### config.mk
export PLATFORM = sky130hd
export DESIGN_NAME = bwm_monitor
export DESIGN_NICKNAME = d
export VERILOG_FILES = /design/src/rtl/bwm_pkg.sv /design/src/rtl/bwm_regs.sv /design/src/rtl/bwm_counter.sv /design/src/rtl/bwm_irq.sv /design/src/rtl/bwm_monitor.sv
export SDC_FILE = /design/constraint.sdc
export NUM_CORES = 1
export LEC_CHECK = 0
export ABC_AREA = 1
export BUFFER_PORTS_ARGS = -buffer_cell sky130_fd_sc_hd__buf_4
export CAP_MARGIN = 15
export CORE_MARGIN = 2
export CORE_UTILIZATION = 30
export DETAILED_ROUTE_END_ITERATION = 7
export GPL_ROUTABILITY_DRIVEN = 0
export HOLD_SLACK_MARGIN = 0.12
export SETUP_SLACK_MARGIN = 0.02
export SLEW_MARGIN = 20
export SYNTH_ARGS = -nofsm -noshare
export SYNTH_HDL_FRONTEND = slang
export SYNTH_SLANG_ARGS = --single-unit
export TNS_END_PERCENT = 1
### constraint.sdc
create_clock -name clk -period 2.9 [get_ports clk]
set_input_delay 0.58 -clock clk [delete_from_list [all_inputs] [get_ports clk]]
set_output_delay 0.58 -clock clk [all_outputs]
set_load 0.01 [all_outputs]
### src/rtl/bwm_pkg.sv
package bwm_pkg;
  localparam int AW = 8;
  localparam int THR_LSB = 16;
  localparam int THR_W = 5;

  localparam logic [AW-1:0] OFS_CTRL  = 8'h00;
  localparam logic [AW-1:0] OFS_CLR   = 8'h04;
  localparam logic [AW-1:0] OFS_COUNT = 8'h08;
  localparam logic [AW-1:0] OFS_LIMIT = 8'h0C;
  localparam logic [AW-1:0] OFS_STAT  = 8'h10;
  localparam logic [AW-1:0] OFS_ACK   = 8'h14;
  localparam logic [AW-1:0] OFS_IEN   = 8'h18;
  localparam logic [AW-1:0] OFS_FMASK = 8'h1C;
  localparam logic [AW-1:0] OFS_FVAL  = 8'h20;
  localparam logic [AW-1:0] OFS_GSTAT = 8'h30;
  localparam logic [AW-1:0] OFS_GACK  = 8'h34;
  localparam logic [AW-1:0] OFS_GEN   = 8'h38;
endpackage

### src/rtl/bwm_regs.sv
module bwm_regs
  import bwm_pkg::*;
#(
  parameter int DW      = 32,
  parameter int PORT_ID = 3
) (
  input  logic          clk,
  input  logic          rst,
  input  logic [AW-1:0] addr,
  input  logic [DW-1:0] wdata,
  input  logic          we,
  input  logic          re,
  input  logic [DW-1:0] cnt_i,
  input  logic [1:0]    stat_i,
  input  logic          ien_i,
  input  logic          gen_i,
  input  logic          gflag_i,
  output logic          en_o,
  output logic [DW-1:0] limit_o,
  output logic          clr_o,
  output logic [1:0]    ack_o,
  output logic          ien_we_o,
  output logic          gen_we_o,
  output logic          gack_o,
  output logic [DW-1:0] rdata_o
);
  logic             en_q;
  logic [THR_W-1:0] thr_q;
  logic [DW-1:0]    limit_q;
  logic [DW-1:0]    fmask_q;
  logic [DW-1:0]    fval_q;
  logic [DW-1:0]    rdata_q;
  logic [DW-1:0]    rd_mux;

  // Write-side decode of the pulse-type registers
  assign clr_o    = we && (addr == OFS_CLR) && wdata[0];
  assign ack_o    = (we && (addr == OFS_ACK)) ? wdata[1:0] : 2'b00;
  assign ien_we_o = we && (addr == OFS_IEN);
  assign gen_we_o = we && (addr == OFS_GEN);
  assign gack_o   = we && (addr == OFS_GACK) && wdata[PORT_ID];

  always_ff @(posedge clk) begin
    if (rst) begin
      en_q    <= 1'b0;
      thr_q   <= '0;
      limit_q <= '1;
      fmask_q <= '0;
      fval_q  <= '0;
    end else if (we) begin
      case (addr)
        OFS_CTRL: begin
          en_q  <= wdata[0];
          thr_q <= wdata[THR_LSB +: THR_W];
        end
        OFS_LIMIT: limit_q <= wdata;
        OFS_FMASK: fmask_q <= wdata;
        OFS_FVAL:  fval_q  <= wdata;
        default: ;
      endcase
    end
  end

  always_comb begin
    rd_mux = '0;
    case (addr)
      OFS_CTRL: begin
        rd_mux[0] = en_q;
        rd_mux[THR_LSB +: THR_W] = thr_q;
      end
      OFS_COUNT: rd_mux = cnt_i;
      OFS_LIMIT: rd_mux = limit_q;
      OFS_STAT:  rd_mux[1:0] = stat_i;
      OFS_IEN:   rd_mux[0] = ien_i;
      OFS_FMASK: rd_mux = fmask_q;
      OFS_FVAL:  rd_mux = fval_q;
      OFS_GSTAT: rd_mux[PORT_ID] = gflag_i;
      OFS_GEN:   rd_mux[PORT_ID] = gen_i;
      default:   rd_mux = '0;
    endcase
  end

  always_ff @(posedge clk) begin
    if (rst)     rdata_q <= '0;
    else if (re) rdata_q <= rd_mux;
  end

  assign en_o    = en_q;
  assign limit_o = limit_q;
  assign rdata_o = rdata_q;

  // read data only moves on a read strobe
  p_rdata_hold_r11: assert property (@(posedge clk) disable iff (rst)
    !re |=> $stable(rdata_q));
endmodule

### src/rtl/bwm_counter.sv
module bwm_counter #(
  parameter int DW     = 32,
  parameter int BW     = 16,
  parameter bit WRAP   = 1'b0
) (
  input  logic          clk,
  input  logic          rst,
  input  logic          en_i,
  input  logic          clr_i,
  input  logic          vld_i,
  input  logic [BW-1:0] bytes_i,
  input  logic [DW-1:0] limit_i,
  output logic [DW-1:0] cnt_o,
  output logic          thr_evt_o,
  output logic          ovf_evt_o
);
  localparam int PAD = DW + 1 - BW;

  logic [DW-1:0] cnt_q;
  logic [DW-1:0] cnt_d;
  logic [DW:0]   sum;
  logic          take;
  logic          reach;

  assign take  = en_i && vld_i && !clr_i;
  assign sum   = {1'b0, cnt_q} + {{PAD{1'b0}}, bytes_i};
  assign reach = sum >= {1'b0, limit_i};

  generate
    if (WRAP) begin : g_wrap
      assign cnt_d     = reach ? '0 : sum[DW-1:0];
      assign thr_evt_o = take && reach;
      assign ovf_evt_o = 1'b0;

      // reaching the limit leaves the counter at zero
      p_wrap_zero_r6: assert property (@(posedge clk) disable iff (rst)
        thr_evt_o |=> (cnt_q == '0));
    end else begin : g_free
      assign cnt_d     = sum[DW-1:0];
      assign thr_evt_o = take && reach && (cnt_q < limit_i);
      assign ovf_evt_o = take && sum[DW];
    end
  endgenerate

  always_ff @(posedge clk) begin
    if (rst || clr_i) cnt_q <= '0;
    else if (take)    cnt_q <= cnt_d;
  end

  assign cnt_o = cnt_q;

  // a clear leaves the counter at zero
  p_clr_zero_r3: assert property (@(posedge clk) disable iff (rst)
    clr_i |=> (cnt_q == '0));
  // no movement while counting is disabled
  p_hold_off_r2: assert property (@(posedge clk) disable iff (rst)
    (!en_i && !clr_i) |=> $stable(cnt_q));
endmodule

### src/rtl/bwm_irq.sv
module bwm_irq (
  input  logic       clk,
  input  logic       rst,
  input  logic       thr_evt_i,
  input  logic       ovf_evt_i,
  input  logic [1:0] ack_i,
  input  logic       ien_we_i,
  input  logic       ien_bit_i,
  input  logic       gen_we_i,
  input  logic       gen_bit_i,
  input  logic       gack_i,
  output logic [1:0] stat_o,
  output logic       ien_o,
  output logic       gen_o,
  output logic       gflag_o,
  output logic       irq_o,
  output logic       girq_o
);
  logic [1:0] stat_q, stat_d;
  logic       ien_q, ien_d;
  logic       gen_q, gen_d;
  logic       gflag_q, gflag_d;
  logic       irq_q, girq_q;

  // Event wins over a same-cycle clear
  assign stat_d  = (stat_q & ~ack_i) | {ovf_evt_i, thr_evt_i};
  assign ien_d   = ien_we_i ? ien_bit_i : ien_q;
  assign gen_d   = gen_we_i ? gen_bit_i : gen_q;
  assign gflag_d = (gflag_q & ~gack_i) | thr_evt_i | ovf_evt_i;

  always_ff @(posedge clk) begin
    if (rst) begin
      stat_q  <= '0;
      ien_q   <= 1'b0;
      gen_q   <= 1'b0;
      gflag_q <= 1'b0;
      irq_q   <= 1'b0;
      girq_q  <= 1'b0;
    end else begin
      stat_q  <= stat_d;
      ien_q   <= ien_d;
      gen_q   <= gen_d;
      gflag_q <= gflag_d;
      irq_q   <= ien_d & (|stat_d);
      girq_q  <= gen_d & gflag_d;
    end
  end

  assign stat_o  = stat_q;
  assign ien_o   = ien_q;
  assign gen_o   = gen_q;
  assign gflag_o = gflag_q;
  assign irq_o   = irq_q;
  assign girq_o  = girq_q;

  // a threshold event is never lost to a clear
  p_stat_set_r7: assert property (@(posedge clk) disable iff (rst)
    thr_evt_i |=> stat_q[0]);
  // clear without competing event drops the flag
  p_ack_clear_r7: assert property (@(posedge clk) disable iff (rst)
    (ack_i[0] && !thr_evt_i) |=> !stat_q[0]);
  // interrupt line tracks enable and pending status
  p_irq_match_r8: assert property (@(posedge clk) disable iff (rst)
    irq_q == (ien_q & (|stat_q)));
  // global bit follows any local event
  p_gflag_set_r9: assert property (@(posedge clk) disable iff (rst)
    (thr_evt_i || ovf_evt_i) |=> gflag_q);
endmodule

### src/rtl/bwm_monitor.sv
module bwm_monitor
  import bwm_pkg::*;
#(
  parameter int DW            = 32,
  parameter int BEAT_W        = 16,
  parameter int PORT_ID       = 3,
  parameter bit WRAP_ON_LIMIT = 1'b0
) (
  input  logic              clk,
  input  logic              rst,
  input  logic [AW-1:0]     reg_addr,
  input  logic [DW-1:0]     reg_wdata,
  input  logic              reg_we,
  input  logic              reg_re,
  output logic [DW-1:0]     reg_rdata,
  input  logic [BEAT_W-1:0] beat_bytes,
  input  logic              beat_valid,
  output logic              irq_o,
  output logic              glb_stat_o,
  output logic              glb_irq_o
);
  logic          en, clr, ien_we, gen_we, gack, ien, gen, gflag;
  logic          thr_evt, ovf_evt;
  logic [1:0]    ack, stat;
  logic [DW-1:0] limit, cnt;

  bwm_regs #(.DW(DW), .PORT_ID(PORT_ID)) u_regs (
    .clk(clk), .rst(rst), .addr(reg_addr), .wdata(reg_wdata),
    .we(reg_we), .re(reg_re), .cnt_i(cnt), .stat_i(stat),
    .ien_i(ien), .gen_i(gen), .gflag_i(gflag), .en_o(en),
    .limit_o(limit), .clr_o(clr), .ack_o(ack), .ien_we_o(ien_we),
    .gen_we_o(gen_we), .gack_o(gack), .rdata_o(reg_rdata)
  );

  bwm_counter #(.DW(DW), .BW(BEAT_W), .WRAP(WRAP_ON_LIMIT)) u_cnt (
    .clk(clk), .rst(rst), .en_i(en), .clr_i(clr), .vld_i(beat_valid),
    .bytes_i(beat_bytes), .limit_i(limit), .cnt_o(cnt),
    .thr_evt_o(thr_evt), .ovf_evt_o(ovf_evt)
  );

  bwm_irq u_irq (
    .clk(clk), .rst(rst), .thr_evt_i(thr_evt), .ovf_evt_i(ovf_evt),
    .ack_i(ack), .ien_we_i(ien_we), .ien_bit_i(reg_wdata[0]),
    .gen_we_i(gen_we), .gen_bit_i(reg_wdata[PORT_ID]), .gack_i(gack),
    .stat_o(stat), .ien_o(ien), .gen_o(gen), .gflag_o(gflag),
    .irq_o(irq_o), .girq_o(glb_irq_o)
  );

  assign glb_stat_o = gflag;
endmodule

==> impl_metrics.csv, run 1 <==
group,metric,value,unit
run_status,status,"complete, but fails checks",
run_status,violations,"negative setup slack",
cts,cts_buffer_depth,2,
place,hpwlAfterDp,23550,um
grt,grt_pass1_vias,9550,
floorplanning,pin_count,96,
yosys,synth_edf_count,0,
cts,numCtsBuffers,17,
timing,hold_viol,0,
power_and_ir_drop,clock_power_share,0.495,
flow_run,drv_cap,0,
critical_path,cpPeakStageDelay,0.37,ns
critical_path,worstPathCellList,"ha_4, nand2_1, nor2_2, and3_1, nand2_4, nand2_8, nand3_4, nor2_1, xor2_1, ha_1, nand2_2, nor2_2, nand4_1, nor2_1, nand3_1, o211ai_1, nor2_1, nand2_2, nand3_4, nand3_2, nand2_1, inv_1",
layout,area_growth,30.67,%
power_and_ir_drop,switching_share,0.2270,
routing,drc_errors,0,
routing,first_pass_iters,5,
timing,tightest_slew,0.7807,ns
cts,cts_tree,"done",
critical_path,cp.required,3.24,ns
yosys,syn_area_per_cell,7.169,sq um
critical_path,worst_setup_path_end_kind,"register",
floorplanning,row_count,65,
routing,drtIter0Drc,747,
critical_path,cp.arrival,3.49,ns
cts,clk_pin_slew,0.07,ns
power_and_ir_drop,power.total,5.438,mW
grt,grt_pass1_wl,50520,um
cts,h-tree-depth,4,
timing,period_needed,3.148,ns
yosys,ys_types,50,
cts,cts-hold-fix-buffers,0,
timing,min_period_over_period,1.086,
yosys,yosysTopAreaCellShare,0.3586,
power_and_ir_drop,combPwrFrac,0.065,
grt,antenna_found_initial,0,
power_and_ir_drop,ir_worst_vdd,0.4134,mV
floorplanning,initial_core_util,0.3052,
power_and_ir_drop,seqPwrFrac,0.439,
timing,max_freq,317.6,MHz
critical_path,path_max_fanout,6,
layout,nNetsFinal,1659,
yosys,async_reset_ff_frac,0,
timing,slew_headroom,0.4788,
layout,final_core_utilization,0.3989,
yosys,netlist_area,0.009657,sq mm
layout,drive_above_1_share,0.2325,
timing,slew_violations,0,
routing,routed_wl,31830,um
min_path,hold_class,"in -> reg",
grt,gr-total-overflow,0,
power_and_ir_drop,internal_power,4.203,mW
floorplanning,die_h,183.4,um
yosys,synth_top_area_cell,"dfxtp_1",
critical_path,cpMostUsedCell,"nor2_1",
critical_path,worstSetupPathType,"reg -> reg",
routing,viasPerCell,5.023,
critical_path,crit_slowest_cell,"dfxtp_4",
power_and_ir_drop,netSwitchingPower,1.235,mW
yosys,synth_seq_cells,173,
yosys,syn_inst,1347,
critical_path,start_kind,"register",
yosys,ys.flop_type,"dfxtp_1",
yosys,yosys_warnings,0,
yosys,yosys-top-cells-area,"dfxtp_1 (36%), ha_1 (10%), nand2_1 (10%)",
cts,clk-insertion-delay-late,0.45,ns
routing,ant_nets,0,
timing,setup_tns,-0.7184,ns
timing,rsz0062_at_grt,"true",
grt,grt_start_max_net_pins,60,
layout,diodes,0,
timing,finalWorstSetupSlack,-0.2482,ns
floorplanning,die_w,183.4,um
yosys,synth_nets,1488,
grt,track_usage,0.1921,
routing,vias,9709,
cts,cts-root-buf,"clkbuf_16",
routing,wl_per_cell,16.47,um
yosys,ys_seq_area_frac,0.3586,
floorplanning,die_area,0.03364,sq mm
timing,fin_worst_skew,0.01200,ns
timing,setup_viol_count_final,4,
floorplanning,core,0.03164,sq mm
place,numPortBuffers,95,
cts,cts.sinks,173,
power_and_ir_drop,power.density,430.9,mW/mm^2
power_and_ir_drop,total_leakage_power,5.909,nW
## registers in the layout, summed over array words and instances (netlist names)
name	count
u_regs.limit_o	32
u_regs.fmask_q	32
u_regs.thr_q	5
u_irq.stat_o	2
u_regs.en_o	1
u_irq.gen_o	1
u_regs.rdata_o	32
u_cnt.cnt_o	32
u_irq.gflag_o	1
u_irq.ien_o	1
u_irq.irq_o	1
u_irq.girq_o	1
u_regs.fval_q	32
## worst paths after layout
path | start | cells after the start | slack (ns) | endpoint
worst min register to register | u_regs.fval_q[11]$_SDFFE_PP0P_ | 2 | 0.45 | u_regs.fval_q[11]$_SDFFE_PP0P_
worst max-delay path | u_cnt.cnt_o[13]$_SDFFE_PP0P_ | 22 | -0.25 | u_irq.irq_o$_SDFF_PP0_
worst min-delay path | reg_wdata[29] | 3 | 0.38 | u_regs.fval_q[29]$_SDFFE_PP0P_
worst max register to register | u_cnt.cnt_o[13]$_SDFFE_PP0P_ | 22 | -0.25 | u_irq.irq_o$_SDFF_PP0_
## final cells by class
cell class | count | area, sq um
clock inverters | 13 | 235.2
multi-input cells | 931 | 5633
repair buffers | 208 | 1612
clock buffers | 19 | 452.9
fillers | 3197 | 19020
flip-flops and latches | 173 | 3477
inverters | 187 | 705.7
well taps | 402 | 503.0
## repair_timing
item	in CTS	in global routing
setup endpoints to repair	4	4
buffers inserted	2	4
resized for setup	43	33
pin swaps	13	22
## worst max-delay path: cells and delay by family, from the launching register on
kind	cells	cell delay (ns)
DFF	1	0.37
adders and majority gates	2	0.59
buffers and inverters	1	0.04
AOI/OAI and AO/OA	1	0.08
xor gates and xnor gates	1	0.25
and+or+nand+nor	17	1.69
## logic make-up after synthesis
kind of cell,Yosys count,share of synthesized area
simple gates,455,0.1963
compound gates,369,0.2185
buf+inv,243,0.09769
xor+xnor,27,0.02449
flops,173,0.3586
fa+ha+maj,80,0.1044
## synthesized netlist by cell type (7+ instances only)
| master | number |
|---|---|
| o2111ai_1 | 12 |
| nand4_1 | 10 |
| nand2_1 | 259 |
| nor2_2 | 7 |
| inv_1 | 155 |
| o22ai_1 | 27 |
| ha_1 | 79 |
| nor2_1 | 115 |
| o21ai_0 | 107 |
| inv_2 | 29 |
| o211ai_1 | 41 |
| nor3_1 | 13 |
| a21oi_1 | 129 |
| buf_2 | 14 |
| xor2_1 | 22 |
| dfxtp_1 | 173 |
| nand3_1 | 31 |
| o21ai_1 | 24 |
| clkbuf_1 | 36 |
## power by group through the flow
stage,sequential [mW],clock (mW),combinational (mW)
after floorplan,2.45,0,0.139
after global placement,2.45,0,0.332
after detailed placement,2.45,0,0.332
after CTS,2.39,2.74,0.345
after global routing,2.39,2.82,0.388
final,2.39,2.69,0.355
## per-stage QoR
stage	worst slack (ns)	instance area (sq um)	cells	hold WS (ns)
floorplan	-0.1631	9677	1347	0.4297
global placement	-0.6905	11510	1895	0.4365
detailed placement	-0.7493	11510	1895	0.4434
CTS	-0.2023	12410	1929	0.3609
global route	-0.4547	12620	1933	0.3728
finish	-0.2482	12620	1933	0.3770
## cells in the final DEF, fill, tap and decap left out, types with 6 or more instances in the layout
cell,instances
nand4_1,10
bufinv_16,6
o211ai_1,41
buf_4,204
a21oi_2,6
dfxtp_1,166
nor3_1,13
clkbuf_16,17
nor2_1,107
ha_1,66
nand2_1,248
inv_2,32
o2111ai_1,12
nand2_2,11
nand3_1,26
ha_4,13
nor2_2,14
xor2_1,18
o21ai_1,26
o21ai_0,104
o22ai_1,27
a21oi_1,122
inv_1,152
## routing by layer
metal,global-route usage,part of all wire,vias to the layer above,routed length (um)
met2,0.3289,0.48,288,15190
met3,0.02773,0.051,62,1638
met5,0,0,-,0
met4,0.08384,0.032,0,1017
li1,-,-,4841,-
met1,0.2401,0.44,4518,13990
No activity file was read; power rests on OpenSTA's default activity.
==> run 2, diff against run 1 <==
Settings changed: CORE_MARGIN 2 to default.
Clock period 2.9 ns to 3.29 ns, I/O delays scaled along.
==> impl_metrics.csv, run 2 (same netlist as run 1, synthesis figures left out) <==
group,metric,value,unit
run_status,status,"complete, no violations",
power_and_ir_drop,power.total,4.410,mW
timing,slew_headroom,0.4411,
layout,final_common_cell,"nand2_1",
critical_path,start_kind,"register",
critical_path,reg2reg_to,"u_irq.stat_o[0]$_SDFF_PP0_",
layout,area_growth,27.26,%
min_path,holdPathEnd,"u_regs.limit_o[1]$_SDFFE_PP1P_",
layout,stdcell_area,0.01229,sq mm
cts,cts-root-buf,"clkbuf_16",
grt,gr-total-overflow,0,
grt,grt_start_max_net_pins,57,
timing,period_needed,3.185,ns
place,postPlaceCellArea,0.01132,sq mm
critical_path,worstRegToRegCells,22,
critical_path,reg2reg_setup_slack,0.11,ns
min_path,min_from,"reg_wdata[1]",
timing,hold_viol,0,
critical_path,crit_slowest_cell,"dfxtp_4",
place,hpwlAfterDp,23150,um
floorplanning,row_count,65,
critical_path,worst_setup_path_end_kind,"register",
timing,max_freq,314.0,MHz
place,place_ws,-0.4841,ns
cts,cts_buffer_depth,2,
critical_path,path_max_fanout,4,
cts,clk_pin_slew,0.07,ns
layout,most-common-layout-cells,"nand2_1 (250), buf_4 (184), dfxtp_1 (164)",
routing,first_pass_iters,5,
grt,track_usage,0.1892,
layout,diodes,0,
critical_path,worstSetupPathType,"reg -> reg",
layout,drive_above_1_share,0.2172,
cts,h-tree-depth,4,
routing,vias,9477,
critical_path,cp.required,3.66,ns
routing,ant_nets,0,
floorplanning,die_area,0.03291,sq mm
critical_path,crit_buf_inv,2,
floorplanning,initial_core_util,0.3052,
timing,slew_violations,0,
grt,grt_pass1_vias,8720,
routing,wl_per_cell,16.46,um
floorplanning,die_h,181.4,um
cts,cts.sinks,173,
floorplanning,pin_count,96,
place,numPortBuffers,95,
cts,clk-insertion-delay-late,0.45,ns
grt,grt_pass1_wl,48620,um
routing,drtIter0Drc,704,
critical_path,worstPathCellList,"ha_4, nand2_2, inv_2, nand2_1, nor3_2, nand4_1, nand3_2, and2_4, nand2_1, xor2_2, inv_1, ha_1, nand2_2, nor2_1, nand4_1, nor2_1, nand3_1, o211ai_1, nor2_1, nand2_1, nand3_2, a21oi_1",
timing,rsz0062_at_grt,"true",
critical_path,cp.arrival,3.55,ns
floorplanning,die_w,181.4,um
flow_run,drv_cap,0,
layout,nNetsFinal,1638,
timing,whs,0.4497,ns
timing,setup_viol_count_final,0,
timing,fin_worst_skew,0.01007,ns
timing,tightest_slew,0.8374,ns
cts,cts_tree,"done",
timing,finalWorstSetupSlack,0.1054,ns
power_and_ir_drop,power.density,358.8,mW/mm^2
critical_path,r2r_start,"u_cnt.cnt_o[12]$_SDFFE_PP0P_",
cts,numCtsBuffers,17,
min_path,hold_class,"in -> reg",
routing,viasPerCell,4.957,
timing,min_period_over_period,0.9680,
routing,routed_wl,31470,um
critical_path,cpPeakStageDelay,0.36,ns
critical_path,cp_top_family,"simple AND/OR/NAND/NOR gates",
power_and_ir_drop,total_leakage_power,5.734,nW
routing,drc_errors,0,
grt,antenna_found_initial,0,
floorplanning,core,0.03164,sq mm
min_path,whs_path_depth,3,
power_and_ir_drop,ir_worst_vdd,0.3652,mV
layout,final_core_utilization,0.3885,
[run 2: where the power goes]
part / switching (mW) / leakage, nW / internal (mW)
clock network: 0.908 / 0.277 / 1.09
registers: 0.00538 / 1.40 / 2.10
logic: 0.179 / 4.06 / 0.130
[run 2: final cells by class]
| cell class | instances | area [sq um] |
|---|---|---|
| clock buffers | 20 | 456.7 |
| clock inverters | 12 | 112.6 |
| fillers | 3267 | 19350 |
| inverters | 187 | 705.7 |
| multi-input cells | 931 | 5599 |
| flip-flops and latches | 173 | 3480 |
| well taps | 402 | 503.0 |
| repair buffers | 187 | 1433 |
[run 2: worst max path at each step]
stage          slack, ns  depth (start not counted)                         end                          from
5_1_grt            -0.07                         22  u_irq.stat_o[0]$_SDFF_PP0_  u_cnt.cnt_o[12]$_SDFFE_PP0P_
3_5_place_dp       -0.48                         25      u_irq.irq_o$_SDFF_PP0_                 beat_bytes[0]
6_report            0.11                         22  u_irq.stat_o[0]$_SDFF_PP0_  u_cnt.cnt_o[12]$_SDFFE_PP0P_
4_1_cts             0.04                         27      u_irq.irq_o$_SDFF_PP0_                 beat_bytes[0]
2_1_floorplan       0.08                         24      u_irq.irq_o$_SDFF_PP0_                 beat_bytes[0]
3_3_place_gp       -0.48                         25      u_irq.irq_o$_SDFF_PP0_                 beat_bytes[0]
[run 2: routing by layer]
| metal | wire [um] | vias up | global-route usage |
|---|---|---|---|
| met2 | 15210 | 257 | 0.3205 |
| met1 | 14180 | 4388 | 0.2476 |
| li1 | - | 4793 | - |
| met4 | 639 | 0 | 0.05220 |
| met5 | 0 | - | 0 |
| met3 | 1438 | 39 | 0.03049 |
[run 2: per-stage QoR]
step	setup TNS (ns)	instances
finish	0	1912
global route	-0.2023	1912
CTS	0	1907
detailed placement	-1.694	1875
global placement	-1.638	1875
floorplan	0	1347
[run 2: worst register-to-register path, stage by stage, from the launching register on]
cell	delay [ns]
dfxtp_4	0.36
ha_4	0.29
nand2_2	0.06
inv_2	0.05
nand2_1	0.07
nor3_2	0.24
nand4_1	0.19
nand3_2	0.14
and2_4	0.16
nand2_1	0.10
xor2_2	0.17
inv_1	0.07
ha_1	0.29
nand2_2	0.07
nor2_1	0.11
nand4_1	0.09
nor2_1	0.09
nand3_1	0.07
o211ai_1	0.09
nor2_1	0.06
nand2_1	0.09
nand3_2	0.11
a21oi_1	0.15
[run 2: timing repair]
action / in CTS / in global routing
resized for setup: 3 / 71
setup buffers: 0 / 5
endpoints found under the hold margin: 0 / 0
hold buffers: 0 / 0
setup endpoints to repair: 4 / 4
pin swaps: 0 / 17
